$ cat src/rtl/sup_pkg.sv
package sup_pkg;

  typedef enum logic [1:0] {
    ST_HOLD    = 2'd0,
    ST_STRETCH = 2'd1,
    ST_RUN     = 2'd2
  } supState_t;

  typedef struct packed {
    logic holdWd;       // keep the watchdog timer at zero
    logic holdStretch;  // keep the pulse counter at zero
  } supStrobe_t;

endpackage

$ cat src/rtl/sup_sync.sv
module sup_sync #(
  parameter int   STAGES    = 2,
  parameter logic RESET_VAL = 1'b0
) (
  input  logic clk,
  input  logic rstN,
  input  logic din,
  output logic dout
);

  logic [STAGES-1:0] chain;

  always_ff @(posedge clk or negedge rstN) begin
    if (!rstN) chain <= {STAGES{RESET_VAL}};
    else       chain <= {chain[STAGES-2:0], din};
  end

  assign dout = chain[STAGES-1];

endmodule

$ cat src/rtl/sup_datapath.sv
module sup_datapath
  import sup_pkg::*;
#(
  parameter int TIMEOUT_CYCLES = 1600000,
  parameter int PULSE_CYCLES   = 200000,
  parameter int SYNC_STAGES    = 2,
  localparam int WD_W = $clog2(TIMEOUT_CYCLES),
  localparam int PL_W = $clog2(PULSE_CYCLES)
) (
  input  logic            clk,
  input  logic            rstN,
  input  logic            wdKick,
  input  logic            supplyOk,
  input  supStrobe_t      strobe,
  output logic            kickEdge,
  output logic            supplyGood,
  output logic            wdExpired,
  output logic            pulseDone,
  output logic [WD_W-1:0] wdCount,
  output logic [PL_W-1:0] pulseCount
);

  localparam logic [WD_W-1:0] WD_LAST = WD_W'(TIMEOUT_CYCLES - 1);
  localparam logic [PL_W-1:0] PL_LAST = PL_W'(PULSE_CYCLES - 1);

  logic kickSync;
  logic kickPrev;

  sup_sync #(.STAGES(SYNC_STAGES), .RESET_VAL(1'b0)) u_kickSync (
    .clk(clk), .rstN(rstN), .din(wdKick), .dout(kickSync)
  );

  sup_sync #(.STAGES(SYNC_STAGES), .RESET_VAL(1'b1)) u_supplySync (
    .clk(clk), .rstN(rstN), .din(supplyOk), .dout(supplyGood)
  );

  always_ff @(posedge clk or negedge rstN) begin
    if (!rstN) kickPrev <= 1'b0;
    else       kickPrev <= kickSync;
  end

  assign kickEdge = kickSync ^ kickPrev;

  always_ff @(posedge clk or negedge rstN) begin
    if (!rstN)                        wdCount <= '0;
    else if (strobe.holdWd || kickEdge) wdCount <= '0;
    else if (wdCount != WD_LAST)      wdCount <= wdCount + 1'b1;
  end

  always_ff @(posedge clk or negedge rstN) begin
    if (!rstN)                    pulseCount <= '0;
    else if (strobe.holdStretch)  pulseCount <= '0;
    else if (pulseCount != PL_LAST) pulseCount <= pulseCount + 1'b1;
  end

  assign wdExpired = (wdCount == WD_LAST) && !kickEdge;
  assign pulseDone = (pulseCount == PL_LAST);

endmodule

$ cat src/rtl/sup_control.sv
module sup_control
  import sup_pkg::*;
(
  input  logic       clk,
  input  logic       rstN,
  input  logic       supplyGood,
  input  logic       wdExpired,
  input  logic       pulseDone,
  output supStrobe_t strobe,
  output logic       resetHigh,
  output logic       resetLow
);

  supState_t stateQ;
  supState_t stateD;

  always_comb begin
    stateD = stateQ;
    unique case (stateQ)
      ST_HOLD:    if (supplyGood) stateD = ST_STRETCH;
      ST_STRETCH: begin
        if (!supplyGood)    stateD = ST_HOLD;
        else if (pulseDone) stateD = ST_RUN;
      end
      ST_RUN: begin
        if (!supplyGood)    stateD = ST_HOLD;
        else if (wdExpired) stateD = ST_STRETCH;
      end
      default:              stateD = ST_STRETCH;
    endcase
  end

  always_ff @(posedge clk or negedge rstN) begin
    if (!rstN) stateQ <= ST_STRETCH;
    else       stateQ <= stateD;
  end

  assign strobe.holdWd      = (stateQ != ST_RUN);
  assign strobe.holdStretch = (stateQ != ST_STRETCH);
  assign resetHigh          = (stateQ != ST_RUN);
  assign resetLow           = (stateQ == ST_RUN);

  // the block leaves its own reset in the stretch state
  a_r10_por_stretch: assert property (@(posedge clk) disable iff (!rstN)
    $rose(rstN) |-> (stateQ == ST_STRETCH));

endmodule

$ cat src/rtl/supervisor_wdt.sv
module supervisor_wdt
  import sup_pkg::*;
#(
  parameter int CLK_KHZ        = 1000,
  parameter int TIMEOUT_CYCLES = 1600 * CLK_KHZ,
  parameter int PULSE_CYCLES   = 200 * CLK_KHZ,
  parameter int SYNC_STAGES    = 2
) (
  input  logic clk,
  input  logic rstN,
  input  logic wdKick,
  input  logic supplyOk,
  output logic resetLow,
  output logic resetHigh
);

  localparam int WD_W = $clog2(TIMEOUT_CYCLES);
  localparam int PL_W = $clog2(PULSE_CYCLES);

  supStrobe_t      strobe;
  logic            kickEdge;
  logic            supplyGood;
  logic            wdExpired;
  logic            pulseDone;
  logic [WD_W-1:0] wdCount;
  logic [PL_W-1:0] pulseCount;

  sup_datapath #(
    .TIMEOUT_CYCLES(TIMEOUT_CYCLES),
    .PULSE_CYCLES  (PULSE_CYCLES),
    .SYNC_STAGES   (SYNC_STAGES)
  ) u_datapath (
    .clk(clk), .rstN(rstN), .wdKick(wdKick), .supplyOk(supplyOk),
    .strobe(strobe), .kickEdge(kickEdge), .supplyGood(supplyGood),
    .wdExpired(wdExpired), .pulseDone(pulseDone),
    .wdCount(wdCount), .pulseCount(pulseCount)
  );

  sup_control u_control (
    .clk(clk), .rstN(rstN), .supplyGood(supplyGood),
    .wdExpired(wdExpired), .pulseDone(pulseDone),
    .strobe(strobe), .resetHigh(resetHigh), .resetLow(resetLow)
  );

  // the timer never runs past its last count
  a_r1_timer_bound: assert property (@(posedge clk) disable iff (!rstN)
    wdCount <= WD_W'(TIMEOUT_CYCLES - 1));

  // any cycle in reset leaves the timer at zero
  a_r3_timer_cleared: assert property (@(posedge clk) disable iff (!rstN)
    resetHigh |=> (wdCount == '0));

  // reset only releases after the full pulse count
  a_r4_full_pulse: assert property (@(posedge clk) disable iff (!rstN)
    $fell(resetHigh) |-> ($past(pulseCount) == PL_W'(PULSE_CYCLES - 1)));

  // a low synchronized supply holds reset
  a_r5_hold_while_low: assert property (@(posedge clk) disable iff (!rstN)
    !supplyGood |=> resetHigh);

  // recovery of the supply is followed by asserted reset
  a_r6_stretch_after: assert property (@(posedge clk) disable iff (!rstN)
    $rose(supplyGood) |=> resetHigh);

  // a sustained low supply clears the pulse counter
  a_r7_restart: assert property (@(posedge clk) disable iff (!rstN)
    (!supplyGood && $past(!supplyGood)) |=> (pulseCount == '0));

endmodule

$ cat config.mk
export PLATFORM = sky130hd
export DESIGN_NAME = supervisor_wdt
export DESIGN_NICKNAME = d
export VERILOG_FILES = /design/src/rtl/sup_pkg.sv /design/src/rtl/sup_sync.sv /design/src/rtl/sup_datapath.sv /design/src/rtl/sup_control.sv /design/src/rtl/supervisor_wdt.sv
export SDC_FILE = /design/constraint.sdc
export NUM_CORES = 1
export LEC_CHECK = 0
export ABC_CLOCK_PERIOD_IN_PS = 2450
export BUFFER_PORTS_ARGS = -buffer_cell sky130_fd_sc_hd__buf_2
export CAP_MARGIN = 25
export CORE_MARGIN = 10
export CORE_UTILIZATION = 48
export CTS_CLUSTER_SIZE = 16
export DETAILED_ROUTE_END_ITERATION = 8
export HOLD_SLACK_MARGIN = 0.15
export PLACE_DENSITY = 0.64
export RECOVER_POWER = 100
export SLEW_MARGIN = 15
export SYNTH_ARGS = -nofsm -noshare
export SYNTH_HDL_FRONTEND = slang
export SYNTH_SLANG_ARGS = --single-unit
$ cat constraint.sdc
create_clock -name clk -period 2.45 [get_ports clk]
set_input_delay 0.245 -clock clk [delete_from_list [all_inputs] [get_ports clk]]
set_output_delay 0.245 -clock clk [all_outputs]
set_load 0.02 [all_outputs]
==> metrics.yaml, run 1 <==
status: "finished, final reports clean"
grt_max_degree: 31
synth_nets: 247
synth_top_cell_area_share_pct: 45.6
cts_resized: 0
syn_inst: 238
hold_violations: 0
drive_gt1_share_pct: 7.54
rsz0062_at_grt: "false"
num_vias: 1687
hp-class: "reg -> reg"
rows: 25
syn_avg_cell_area_um2: 9.90
worstPathRequired_ns: 2.62
cts_setup_buffers: 0
ys_ff_latch: 46
startpoint_type: "register"
initial_core_util_pct: 49.6
die_w_um: 90.1
clock_path_buffers: 2
mostFrequentLayoutCell: "dfrtp_1"
cts_buffers: 5
coreArea_um2: 4750
synth_area_leaders: "dfrtp_1 46%, xnor2_1 5.9%, xor2_1 4.8%"
fin_tns_setup_ns: 0
dr.pass1.iters: 4
mostFrequentLayoutCells: "43 x dfrtp_1, 27 x nor2_1, 17 x nand2_1, 16 x xnor2_1, 15 x nand3_1"
fillers: 438
ys_types: 41
setup_viol: 0
slew_violations: 0
n_antenna_cell: 0
globalplace.congestion: 0.768
syn_area_um2: 2360
vdd_ir_drop_max_uv: 388
die_h_um: 90.1
cp-end-kind: "register"
grt.total_usage_pct: 10.7
async_reset_ff_share_pct: 100
grt_pass1_wl_um: 7390
yosysSeqAreaShare_pct: 49.0
antenna_found_initial: 0
post-dp-hpwl_um: 2980
path_clk_slew_ns: 0.08
grt_pass1_vias: 1586
io_buffer_count: 5
r2r_slack_ns: 0.37
drv_cap: 0
area_growth_syn_to_layout_pct: 9.77
pin_count: 6
clkSinkCount: 46
crit_arrival_ns: 2.25
skew_ns: 0.00626
crit_fanout: 6
wl_um: 4260
htree_levels: 2
clk_latency_ns: 0.29
viasPerCell: 5.29
final_util_pct: 54.4
synth_flop_cell: "dfrtp_1"
yosys.area.top_type: "dfrtp_1"
p_leak_nw: 1.05
max_freq_mhz: 481
cts_tree: "built"
path_class: "reg -> reg"
power_density_nw_per_um2: 605
fin_crit_sh_pct: 84.8
grt_overflow_total: 0
drc_errors: 0
tightest_slew_ns: 0.910
synth_edf_count: 0
die_area_um2: 8110
wl_per_cell_um: 13.4
drtAntennaViolNets: 0
finalCriticalPeriod_ns: 2.08
root_buffer: "clkbuf_8"
nets: 260
max_slew_margin_pct: 39.4
synth_warnings: 0
drtIter0Drc: 112
[state kept, by name, summed over array words and instances (netlist names)]
register / flops
u_control.stateQ: 2
u_datapath.kickPrev: 1
u_datapath.pulseCount: 18
u_datapath.u_kickSync.chain: 2
u_datapath.u_supplySync.chain: 2
u_datapath.wdCount: 21
[report_power, final]
part | switching (mW) | leakage [nW] | internal, mW | total [mW]
sequential | 0.0375 | 0.622 | 0.803 | 0.840
combinational | 0.114 | 0.370 | 0.0809 | 0.195
clock | 0.246 | 0.0575 | 0.285 | 0.531
total | 0.397 | 1.05 | 1.17 | 1.57
[timing repair]
item | in CTS | in global routing
endpoints found under the hold margin | 18 | 0
hold buffers | 3 | 0
setup endpoints to repair | 0 | 0
[through the flow]
stage / hold WS (ns) / std cells / power [mW] / instance area, um^2 / setup WS [ns]
6_report: 0.357 / 319 / 1.57 / 2590 / 0.372
4_1_cts: 0.361 / 319 / 1.59 / 2610 / 0.464
2_1_floorplan: -0.0506 / 238 / 0.985 / 2360 / 0.729
3_3_place_gp: 0.187 / 308 / 1.05 / 2470 / 0.460
3_5_place_dp: 0.189 / 308 / 1.05 / 2470 / 0.476
5_1_grt: 0.362 / 319 / 1.65 / 2590 / 0.195
[cells by family after synthesis]
logic type	after synthesis	share of synthesized area (%)
adders and majority gates	5	2.65
AOI/OAI and AO/OA	24	6.53
and+or+nand+nor	119	27.9
buffers and inverters	12	1.91
xor gates and xnor gates	29	10.8
muxes	3	1.27
DFF	46	49.0
[synthesized netlist by cell type, types with 5 or more instances]
library cell   n
a21oi_1        6
and2_1        16
and3_1         5
clkbuf_1       5
dfrtp_1       43
ha_1           5
inv_1          7
nand2_1       17
nand3_1       14
nand4_1        9
nor2_1        26
nor3_1        10
o21ai_0        7
xnor2_1       16
xor2_1        13
[final cells by class]
type	instances	area (um^2)	area share (%)
Clock buffer	8	110	4.26
Inverter	7	26.3	1.02
Multi-Input combinational cell	180	1140	44.2
Sequential cell	46	1150	44.6
Tap cell	67	83.8	3.24
Timing Repair Buffer	11	67.6	2.61
[critical path: stages (launching register included)]
cell,delay (ns)
dfrtp_1,0.41
nor4b_1,0.52
nand4_1,0.30
nor2_1,0.44
mux2i_1,0.23
nor2_1,0.05
[metal layers]
metal / wire [um] / vias up / share of wire [%] / track usage (%)
li1: - / 859 / - / -
met1: 2310 / 802 / 54 / 15.4
met2: 1770 / 22 / 42 / 15.0
met3: 147 / 4 / 3.4 / 2.91
met4: 34 / 0 / 0.80 / 3.58
met5: 0 / - / 0 / 0
[final timing paths]
| path | startpoint | endpoint | depth (start not counted) |
|---|---|---|---|
| max | u_datapath.wdCount[18] | u_datapath.wdCount[1] | 5 |
| min | u_datapath.u_kickSync.chain[0] | u_datapath.u_kickSync.chain[1] | 0 |
| max reg2reg | u_datapath.wdCount[18] | u_datapath.wdCount[1] | 5 |
| min reg2reg | u_datapath.u_kickSync.chain[0] | u_datapath.u_kickSync.chain[1] | 0 |
| max in group asynchronous | rstN | u_datapath.pulseCount[6] | 3 |
| min in group asynchronous | rstN | u_datapath.wdCount[20] | 2 |
Note: power is estimated with default switching activity, not from simulation.
==> inputs of run 2 (changes only) <==
--- a/config.mk
+++ b/config.mk
@@ -5,7 +5,7 @@
 export SDC_FILE = /design/constraint.sdc
 export NUM_CORES = 1
 export LEC_CHECK = 0
-export ABC_CLOCK_PERIOD_IN_PS = 2450
+export ABC_CLOCK_PERIOD_IN_PS = 1810
 export BUFFER_PORTS_ARGS = -buffer_cell sky130_fd_sc_hd__buf_2
 export CAP_MARGIN = 25
 export CORE_MARGIN = 10
@@ -13,7 +13,7 @@
 export CTS_CLUSTER_SIZE = 16
 export DETAILED_ROUTE_END_ITERATION = 8
 export HOLD_SLACK_MARGIN = 0.15
-export PLACE_DENSITY = 0.64
+export PLACE_DENSITY = 0.66
 export RECOVER_POWER = 100
 export SLEW_MARGIN = 15
 export SYNTH_ARGS = -nofsm -noshare
==> constraint.sdc (replaced) <==
create_clock -name clk -period 1.81 [get_ports clk]
set_input_delay 0.181 -clock clk [delete_from_list [all_inputs] [get_ports clk]]
set_output_delay 0.181 -clock clk [all_outputs]
set_load 0.02 [all_outputs]
==> metrics.yaml, run 2 (same netlist as run 1, synthesis figures left out) <==
status: "finished with violations"
violations: "negative setup slack"
tightest_slew_ns: 0.694
die_h_um: 90.1
drc_errors: 0
root_buffer: "clkbuf_8"
grt_max_degree: 22
drive_gt1_share_pct: 22.0
grt.total_usage_pct: 12.0
path_class: "reg -> reg"
n_antenna_cell: 0
grtUsageMet1_pct: 16.2
layout.cells.non_filler: 349
grt_pass1_vias: 1765
pin_count: 6
coreArea_um2: 4750
clkSinkCount: 46
rsz0062_at_grt: "true"
gr-usage-met2_pct: 18.0
skew_ns: 0.00281
wl_um: 4820
startpoint_type: "register"
p_leak_nw: 1.20
largest_reg_flops: 21
top_register: "u_datapath.wdCount"
htree_levels: 2
num_vias: 1863
hp-class: "reg -> reg"
hold_violations: 0
whs_ns: 0.360
vdd_ir_drop_max_uv: 636
pre_cts_ws_ns: -0.0278
power_density_nw_per_um2: 738
grt_overflow_total: 0
die_w_um: 90.1
top_usage_layer: "met2"
cts_tree: "built"
nets: 290
finalCriticalPeriod_ns: 1.83
top_regs: "u_datapath.wdCount: 21 flops, u_datapath.pulseCount: 18 flops"
dr.pass1.iters: 4
clk_latency_ns: 0.29
worstPathRequired_ns: 1.98
max_freq_mhz: 547
setup_viol: 1
fin_crit_sh_pct: 101
slew_violations: 0
path_clk_slew_ns: 0.08
crit_arrival_ns: 2.00
area_growth_syn_to_layout_pct: 21.8
drv_cap: 0
io_buffer_count: 5
layout_setup_ws_ns: -0.0182
globalplace.congestion: 0.793
rows: 25
dp.cells: 327
drtIter0Drc: 103
wl_per_cell_um: 13.8
p_total_mw: 2.12
cp-end-kind: "register"
viasPerCell: 5.34
grt_pass1_wl_um: 8200
antenna_found_initial: 0
cts_buffers: 5
gr-usage-met3_pct: 2.99
max_slew_margin_pct: 53.8
die_area_um2: 8110
initial_core_util_pct: 49.6
post-dp-hpwl_um: 3290
drtAntennaViolNets: 0
mostFrequentLayoutCells: "40 x dfrtp_1, 30 x buf_4, 26 x nor2_1, 17 x nand2_1, 16 x xnor2_1"
mostFrequentLayoutCell: "dfrtp_1"
crit_fanout: 6
clock_path_buffers: 2
run 2: changes by cell type in the layout (fill, tap and decap cells not counted), sizes merged:
cell,before,now
clkinv,0,1
buf,3,32
run 2: worst paths after layout:
check / startpoint / end / slack (ns) / depth (start not counted)
setup / recovery: u_datapath.wdCount[9] / u_datapath.wdCount[7] / -0.02 / 5
hold / removal: u_datapath.u_supplySync.chain[0] / u_datapath.u_supplySync.chain[1] / 0.36 / 0
setup reg to reg: u_datapath.wdCount[9] / u_datapath.wdCount[7] / -0.02 / 5
hold reg to reg: u_datapath.u_supplySync.chain[0] / u_datapath.u_supplySync.chain[1] / 0.36 / 0
max in group asynchronous: rstN / u_datapath.u_supplySync.chain[0] / 0.45 / 3
min in group asynchronous: rstN / u_datapath.wdCount[17] / 0.44 / 2
run 2: layout make-up:
cell class	instances	area, um^2
clock buffer	7	86.3
multi-input combinational	180	1220
fill	427	1880
inverter	7	26.3
tap	67	83.8
sequential	46	1160
timing repair buffer	41	292
clock inverter	1	5.00
run 2: per-layer routing:
metal | routed length, um | up-vias
met5 | 0 | -
met4 | 83 | 0
met3 | 197 | 8
met2 | 2190 | 46
met1 | 2350 | 890
li1 | - | 919
run 2: stage by stage:
step                TNS, ns  cell area (um^2)  utilization [%]
floorplan                 0              2360                -
global placement          0              2610             54.9
finish              -0.0182              2870             60.4
global route         -0.283              2870             60.4
detailed placement  -0.0278              2610             54.9
CTS                 -0.0205              2750             57.7
run 2: critical path, stage by stage (launching register included):
cell and delay, ns:
dfrtp_1 0.44, nor4b_4 0.33, nand4_1 0.32, o2111ai_1 0.35, xor2_1 0.22, nor2_1 0.06
run 2: timing repair:
item	4_1_cts	5_1_grt
setup buffers	0	11
hold buffers	3	0
endpoints found under the hold margin	46	0
pin swaps	0	6
gates resized for setup	2	15
setup endpoints to repair	2	20
run 2: where the power goes:
group / leakage, nW / internal, mW / switching [mW] / total, mW
sequential: 0.617 / 1.09 / 0.0372 / 1.12
combinational: 0.534 / 0.162 / 0.190 / 0.351
clock: 0.0482 / 0.308 / 0.336 / 0.645
